<file path="config.mk">
export PLATFORM = sky130hd
export DESIGN_NAME = syn_prog_loader
export DESIGN_NICKNAME = d
export VERILOG_FILES = /design/src/rtl/syn_prog_pkg.sv /design/src/rtl/syn_edge_sync.sv /design/src/rtl/syn_shift_reg.sv /design/src/rtl/syn_reg_bank.sv /design/src/rtl/syn_prog_loader.sv
export SDC_FILE = /design/constraint.sdc
export NUM_CORES = 1
export LEC_CHECK = 0
export BUFFER_PORTS_ARGS = -buffer_cell sky130_fd_sc_hd__buf_4
export CORE_ASPECT_RATIO = 1.2
export CORE_MARGIN = 2
export CORE_UTILIZATION = 45
export DETAILED_ROUTE_END_ITERATION = 10
export PLACE_DENSITY = 0.71
export SLEW_MARGIN = 10
export SYNTH_ARGS = -nofsm -noshare
export SYNTH_HDL_FRONTEND = slang
export SYNTH_SLANG_ARGS = --single-unit
export TNS_END_PERCENT = 50
</file>
<file path="constraint.sdc">
create_clock -name clk -period 2.5 [get_ports clk]
set_clock_uncertainty 0.1 [all_clocks]
set_input_delay 0.375 -clock clk [delete_from_list [all_inputs] [get_ports clk]]
set_output_delay 0.375 -clock clk [all_outputs]
set_load 0.01 [all_outputs]
</file>
<file path="src/rtl/syn_prog_pkg.sv">
package syn_prog_pkg;
   localparam int unsigned ADDR_W  = 2;
   localparam int unsigned NUM_TGT = 3;
   typedef enum logic [ADDR_W-1:0] {
      TGT_A   = 2'd0,
      TGT_B   = 2'd1,
      TGT_C   = 2'd2,
      TGT_RSV = 2'd3
   } tgt_e;
endpackage

</file>
<file path="src/rtl/syn_edge_sync.sv">
module syn_edge_sync #(
   parameter int unsigned STAGES = 2
) (
   input  logic clk,
   input  logic rst_n,
   input  logic din,
   output logic q,
   output logic rise
);
   if (STAGES < 1) begin : g_bad_stages
      $error("syn_edge_sync: STAGES must be at least 1");
   end

   logic [STAGES-1:0] pipe;
   logic              prev;

   for (genvar s = 0; s < STAGES; s++) begin : g_stage
      if (s == 0) begin : g_first
         always_ff @(posedge clk or negedge rst_n)
            if (!rst_n) pipe[s] <= 1'b0;
            else        pipe[s] <= din;
      end else begin : g_next
         always_ff @(posedge clk or negedge rst_n)
            if (!rst_n) pipe[s] <= 1'b0;
            else        pipe[s] <= pipe[s-1];
      end
   end

   always_ff @(posedge clk or negedge rst_n)
      if (!rst_n) prev <= 1'b0;
      else        prev <= pipe[STAGES-1];

   assign q    = pipe[STAGES-1];
   assign rise = pipe[STAGES-1] & ~prev;
endmodule

</file>
<file path="src/rtl/syn_shift_reg.sv">
module syn_shift_reg #(
   parameter int unsigned WIDTH = 22
) (
   input  logic             clk,
   input  logic             rst_n,
   input  logic             shift_en,
   input  logic             din,
   output logic [WIDTH-1:0] q
);
   if (WIDTH < 2) begin : g_bad_width
      $error("syn_shift_reg: WIDTH must be at least 2");
   end

   always_ff @(posedge clk or negedge rst_n)
      if (!rst_n)        q <= '0;
      else if (shift_en) q <= {q[WIDTH-2:0], din};
endmodule

</file>
<file path="src/rtl/syn_reg_bank.sv">
module syn_reg_bank import syn_prog_pkg::*; #(
   parameter int unsigned PAY_W = 20,
   parameter int unsigned NUM   = NUM_TGT
) (
   input  logic                      clk,
   input  logic                      rst_n,
   input  logic                      load,
   input  logic [ADDR_W-1:0]         addr,
   input  logic [PAY_W-1:0]          payload,
   output logic [NUM-1:0][PAY_W-1:0] regs
);
   if (NUM > (1 << ADDR_W)) begin : g_bad_num
      $error("syn_reg_bank: more targets than address codes");
   end

   for (genvar i = 0; i < NUM; i++) begin : g_tgt
      logic hit;
      assign hit = load && (addr == ADDR_W'(i));
      always_ff @(posedge clk or negedge rst_n)
         if (!rst_n)   regs[i] <= '0;
         else if (hit) regs[i] <= payload;
   end
endmodule

</file>
<file path="src/rtl/syn_prog_loader.sv">
module syn_prog_loader import syn_prog_pkg::*; #(
   parameter int unsigned WORD_W      = 22,
   parameter int unsigned SYNC_STAGES = 2
) (
   input  logic                     clk,
   input  logic                     rst_n,
   input  logic                     ser_clk,
   input  logic                     ser_dat,
   input  logic                     ser_le,
   input  logic                     chip_en,
   output logic [WORD_W-ADDR_W-1:0] ctl_a,
   output logic [WORD_W-ADDR_W-1:0] ctl_b,
   output logic [WORD_W-ADDR_W-1:0] ctl_c,
   output logic                     pwr_down
);
   localparam int unsigned PAY_W = WORD_W - ADDR_W;

   if (WORD_W <= ADDR_W) begin : g_bad_word
      $error("syn_prog_loader: WORD_W must exceed the address width");
   end

   logic              clk_rise, le_rise, dat_s, clk_s, le_s;
   logic [WORD_W-1:0] word;
   logic [NUM_TGT-1:0][PAY_W-1:0] regs;

   syn_edge_sync #(.STAGES(SYNC_STAGES)) u_sclk (
      .clk(clk), .rst_n(rst_n), .din(ser_clk), .q(clk_s), .rise(clk_rise));
   syn_edge_sync #(.STAGES(SYNC_STAGES)) u_sle (
      .clk(clk), .rst_n(rst_n), .din(ser_le), .q(le_s), .rise(le_rise));

   // Data passes through the same depth of flops as the serial clock, so the
   // sampled bit lines up with the detected edge.
   logic dat_rise_unused;
   syn_edge_sync #(.STAGES(SYNC_STAGES)) u_sdat (
      .clk(clk), .rst_n(rst_n), .din(ser_dat), .q(dat_s), .rise(dat_rise_unused));

   syn_shift_reg #(.WIDTH(WORD_W)) u_shift (
      .clk(clk), .rst_n(rst_n), .shift_en(clk_rise), .din(dat_s), .q(word));

   syn_reg_bank #(.PAY_W(PAY_W), .NUM(NUM_TGT)) u_bank (
      .clk(clk), .rst_n(rst_n), .load(le_rise),
      .addr(word[ADDR_W-1:0]), .payload(word[WORD_W-1:ADDR_W]), .regs(regs));

   assign ctl_a    = regs[0];
   assign ctl_b    = regs[1];
   assign ctl_c    = regs[2];
   assign pwr_down = ~chip_en;

   logic unused_ok;
   assign unused_ok = &{1'b0, clk_s, le_s, dat_rise_unused};
endmodule

</file>
After elaboration in Yosys (flattened, before gate mapping). Index checks and enable logic that the tools add are counted.

Equality and inequality tests: 2. Bitwise logic cells: 5. Reduce and logical (&&, ||, !) cells: 4.

Operator list (number): logical AND 1 bit (3); NOT 1 bit (3); AND 1 bit (2); equality test 2 x 1 -> 1 bit (second input constant) (1); equality test 2 bit (second input constant) (1); logical NOT 2 bit (1).

Flip-flop bits (word level): 90. Bits of input ports: 6. Output and inout port bits: 61. Word-level logic and storage cells: 23.

Depth between registers and ports, before layout.
Depth after elaboration: 3. Mapped depth: 3. Gate-level depth less buffers: 2.

Hierarchy. A second synthesis with hierarchy kept.

Cell total of the unflattened synthesis: 188. Area total of the unflattened synthesis: 3330.7 µm².

Modules (own cells, without submodules): syn_reg_bank (times used 1, cells an instance 129, area an instance 2239.6 µm², seq. area each 1501.4 µm²); syn_shift_reg (times used 1, cells an instance 46, area an instance 820.8 µm², seq. area each 550.5 µm²); syn_edge_sync (times used 3, cells an instance 4, area an instance 88.8 µm², seq. area each 75.1 µm²); syn_prog_loader (times used 1, cells an instance 1, area an instance 3.8 µm², seq. area each 0.0 µm²).

Worst setup path after synthesis. Ideal clock, no wire load.

Path type: flip-flop to flip-flop. Start: reg u_shift.q[1]. End: reg u_bank.regs[0] in the netlist's numbering. Setup time: 0.125 ns. Data arrival time: 1.230 ns. Required time: 2.275 ns. Slack: 1.045 ns. Cell stages (with the launch flop): 4. Path buffers: 1. Period minus slack after synthesis: 1.455 ns. Path through: dfrtp_1 nor4b_4 buf_6 mux2_2.

Word-level cells in the longest chain between the ends: 2.

Ends and longest elaborated chain: start, declared (line syn_shift_reg.sv:8) `output logic [WIDTH-1:0] q`; start signal, assigned (line syn_shift_reg.sv:16) `else if (shift_en) q <= {q[WIDTH-2:0], din};`; logical NOT 2 bit (line syn_reg_bank.sv:18) `assign hit = load && (addr == ADDR_W'(i));`; logical AND 1 bit (line syn_reg_bank.sv:18); end signal, assigned by index (line syn_reg_bank.sv:21) `else if (hit) regs[i] <= payload;`; end, declared (line syn_reg_bank.sv:10) `output logic [NUM-1:0][PAY_W-1:0] regs`.

No other way between the ends. A chain may end at the register's enable or synchronous reset.

Final worst setup path.
Start: reg u_shift.q[0]. End: reg u_bank.regs[42] in the netlist's numbering.

Word-level cells in the longest chain between the ends: 2.

Ends and longest elaborated chain (line): equality test 2 bit (syn_reg_bank.sv:18); logical AND 1 bit (syn_reg_bank.sv:18).

No other way between the ends.

==> impl_summary.md <==
Floorplanning
The boundary pin count is 67. The starting utilization of the core area is 0.459. The initialized floorplan defines 35 standard-cell rows.

The floorplan core area is 7580 um2. Measured along the y axis, the die boundary spans 100 um. The horizontal die dimension is 84.2 um. The total die area is 8440 um2.

Clock tree
The clock root buffer master is sky130_fd_sc_hd__clkbuf_8. TritonCTS built the clock tree. The buffer levels on the longest clock path is 2. The clock-pin slew on the worst setup and hold paths is 0.08 ns. The clock sink count is 90. The number of gates resized after CTS was 0. Post-CTS timing repair inserted 0 buffers for setup. The number of H-tree branching levels is 3. The number of buffers created by CTS is 9. At the later pin of the worst-skew pair, clock insertion delay measures 0.34 ns.

Cells and area
In the final design database the tool counted 265 nets. The layout has 603 filler cells. The register with the most flip-flops in the final layout is u_bank.regs. The area growth from synthesis to final layout is 22.9%. The number of antenna repair diodes is 0.

Measured on the finished design, the core utilization comes to 0.564. The finished cells cover 4270 um2. In the final layout, the share of cells above drive strength 1 is 0.648. The combined area of the multi-input logic cells is 1140 um2.

The register with the most flip-flops in the layout has 60 of them. The largest registers in the layout are u_bank.regs x60, u_shift.q x22. Excluding fillers, the count of instances in the completed layout stands at 356. The register cell area after layout is 2250 um2.

Critical path
The worst setup path is of the flip-flop to flip-flop kind. The endpoint identified for the worst register-to-register timing path is u_bank.regs[42]$_DFFE_PN0P_. The depth of the worst register-to-register path is 2. In this run the critical register-to-register path is launched from u_shift.q[0]$_DFFE_PN0P_. Of all nets on the critical path, the largest fanout is 20. The slack of the worst reg-to-reg path is 0.82 ns. Data arrives at the worst endpoint at 1.81 ns. Data on the critical path is required at its endpoint by 2.63 ns. The worst setup path is captured at a flip-flop. The worst setup path is launched from a flip-flop.

Global route
The layer flagged by global routing as most heavily used is met1. The via count of the first global-routing pass came to 1,854. The maximum number of pins on one net before global-route repair is 58. For this run, global-route usage on met3 was measured as 0.0411. For met1 alone, demand over resource in global routing was 0.234.

The met2 usage is 0.206. The first global-routing pass estimated 9.98 mm of wire. The initial antenna violation count was 0. In the global route stage, overall resource usage came out at 0.152. The aggregate global routing overflow is 0.

Detailed routing
The total length of routed wires is 5.91 mm. The total vias in the final route is 1,750. The final routed wire length divided by cell count is 16.6 um. The remaining antenna violation count is 0. The number of detailed-routing iterations run before antenna repair is 3. After detailed routing, the number of remaining DRC violations is 0.

The per-cell via count in the routed design is 4.92. The number of DRC violations after detailed-routing iteration 0 is 67.

Timing
The count of pins over their slew limit was 0. The total negative slack is 0 ns. The number of hold violations in the final report is 0. Setup repair after global routing left no endpoint under its margin. At the pin with the least slew margin, the transition time is 0.513 ns. Hold is met by 0.0360 ns. The maximum clock rate is 594 MHz.

The smallest setup slack after layout is 0.816 ns. The worst pin sits at a relative slew slack of 0.658. Setup violations remaining at the end of the flow were counted as 0. The final clock period utilization by the worst path is 0.674. The final period demand of the worst path is 1.68 ns.

Worst hold path
The worst hold path begins at ser_clk. For hold timing, the worst endpoint is u_sclk.pipe[0]$_DFF_PN0_. Counting instances, the worst hold path has a depth of 1. The worst min-delay path class is input pin to flip-flop.

Logic synthesis
The count of yosys warnings during synthesis is 0. Of all cell types, the one taking the most synthesized area is sky130_fd_sc_hd__dfrtp_1. The count of unique library cells instantiated by Yosys is 10. The synthesized netlist cell count is 185. The share of synthesized area in the top cell type comes to 0.648.

Synthesis produced a netlist with a net count of 191. The number of storage elements in the synthesis netlist is 90. Summing every instance area after synthesis gives 3470 um2. Averaged over all synthesized cells, the footprint is 18.8 um2.

By area the synthesized netlist is led by sky130_fd_sc_hd__dfrtp_1, sky130_fd_sc_hd__mux2_4, sky130_fd_sc_hd__mux2_2, sky130_fd_sc_hd__buf_6, sky130_fd_sc_hd__and4bb_4. The share of the Yosys chip area taken by registers is 0.648.

Pwr
The analysis attributes to cell leakage a power of 2.13 nW. VDD sags by at most 0.692 mV. The total power of the final layout is 4.33 mW. In this run the power density over the cells is 1010 nW/um2.

Placed design
Before CTS, the worst setup slack after placement is 0.805 ns. The HPWL after detailed placement is 3.81 mm. After detailed placement, the design holds a cell count of 339.

The final estimated routing congestion in global placement is 0.668. The number of input and output port buffers inserted is 66. Summing all placed instances gives a cell area of 4050 um2.

Job
Across the run, the number of max-cap violations was 0.

Outcome
The run finished with clean final reports.
[cells by family (layout without fill, tap and decap cells)]
| logic type | after synthesis | after routing | share of synthesized area |
|---|---|---|---|
| multiplexers | 82 | 82 | 0.309 |
| AND/OR/NAND/NOR | 4 | 4 | 0.0180 |
| flip-flops | 90 | 90 | 0.648 |
| buffers and inverters | 9 | 88 | 0.0248 |
[layout make-up]
class / instances / area share
well taps: 92 / 0.0269
repair buffers: 71 / 0.128
inverters: 1 / 0.000879
clock buffers: 11 / 0.0354
flip-flops and latches: 90 / 0.527
multi-input cells: 86 / 0.267
clock inverters: 5 / 0.0146
[power breakdown]
group          internal, mW  total (mW)  switching [mW]  leakage [nW]
clock                 0.520        1.01           0.494         0.102
sequential             1.84        2.17           0.325          1.17
combinational         0.758        1.15           0.388         0.858
total                  3.12        4.33            1.21          2.13
[cells in the mapped netlist]
master	number
sky130_fd_sc_hd__mux2_1	1
sky130_fd_sc_hd__dfrtp_1	90
sky130_fd_sc_hd__mux2_2	41
sky130_fd_sc_hd__buf_4	2
sky130_fd_sc_hd__mux2_4	40
sky130_fd_sc_hd__nor2b_1	1
sky130_fd_sc_hd__and4bb_4	2
sky130_fd_sc_hd__buf_6	6
sky130_fd_sc_hd__inv_1	1
sky130_fd_sc_hd__nor4b_4	1
[critical path, stage by stage (launching register included)]
cell	delay, ns
sky130_fd_sc_hd__dfrtp_1	0.44
sky130_fd_sc_hd__and4bb_4	0.68
sky130_fd_sc_hd__mux2_4	0.34
[repair_timing]
item | CTS | global route
endpoints found under the hold margin | 33 | 0
hold buffers | 1 | 0
setup endpoints to repair | 0 | 0
[routing by layer]
metal	routed length [um]	share of wire
met5	0	0
met4	89	0.015
met3	383	0.065
met2	2460	0.42
met1	2980	0.50
[worst max-delay path by stage]
stage                                   from                     endpoint  depth (start not counted)
floorplan           u_shift.q[1]$_DFFE_PN0P_   u_bank.regs[0]$_DFFE_PN0P_                          3
global placement    u_shift.q[0]$_DFFE_PN0P_  u_bank.regs[49]$_DFFE_PN0P_                          2
detailed placement  u_shift.q[0]$_DFFE_PN0P_  u_bank.regs[57]$_DFFE_PN0P_                          2
CTS                 u_shift.q[0]$_DFFE_PN0P_  u_bank.regs[57]$_DFFE_PN0P_                          2
global route        u_shift.q[0]$_DFFE_PN0P_  u_bank.regs[42]$_DFFE_PN0P_                          2
finish              u_shift.q[0]$_DFFE_PN0P_  u_bank.regs[42]$_DFFE_PN0P_                          2
[cells in the final DEF (no fill, tap or decap)]
cell	instances
sky130_fd_sc_hd__buf_12	1
sky130_fd_sc_hd__mux2_1	1
sky130_fd_sc_hd__buf_4	69
sky130_fd_sc_hd__mux2_4	40
sky130_fd_sc_hd__nor2b_2	1
sky130_fd_sc_hd__dfrtp_1	90
sky130_fd_sc_hd__clkinv_4	2
sky130_fd_sc_hd__dlygate4sd3_1	1
sky130_fd_sc_hd__inv_1	1
sky130_fd_sc_hd__mux2_2	41
sky130_fd_sc_hd__clkinvlp_4	2
sky130_fd_sc_hd__bufinv_16	1
sky130_fd_sc_hd__nor4b_4	1
sky130_fd_sc_hd__clkbuf_8	11
sky130_fd_sc_hd__and4bb_4	2
No activity file was read; power rests on OpenSTA's default activity.
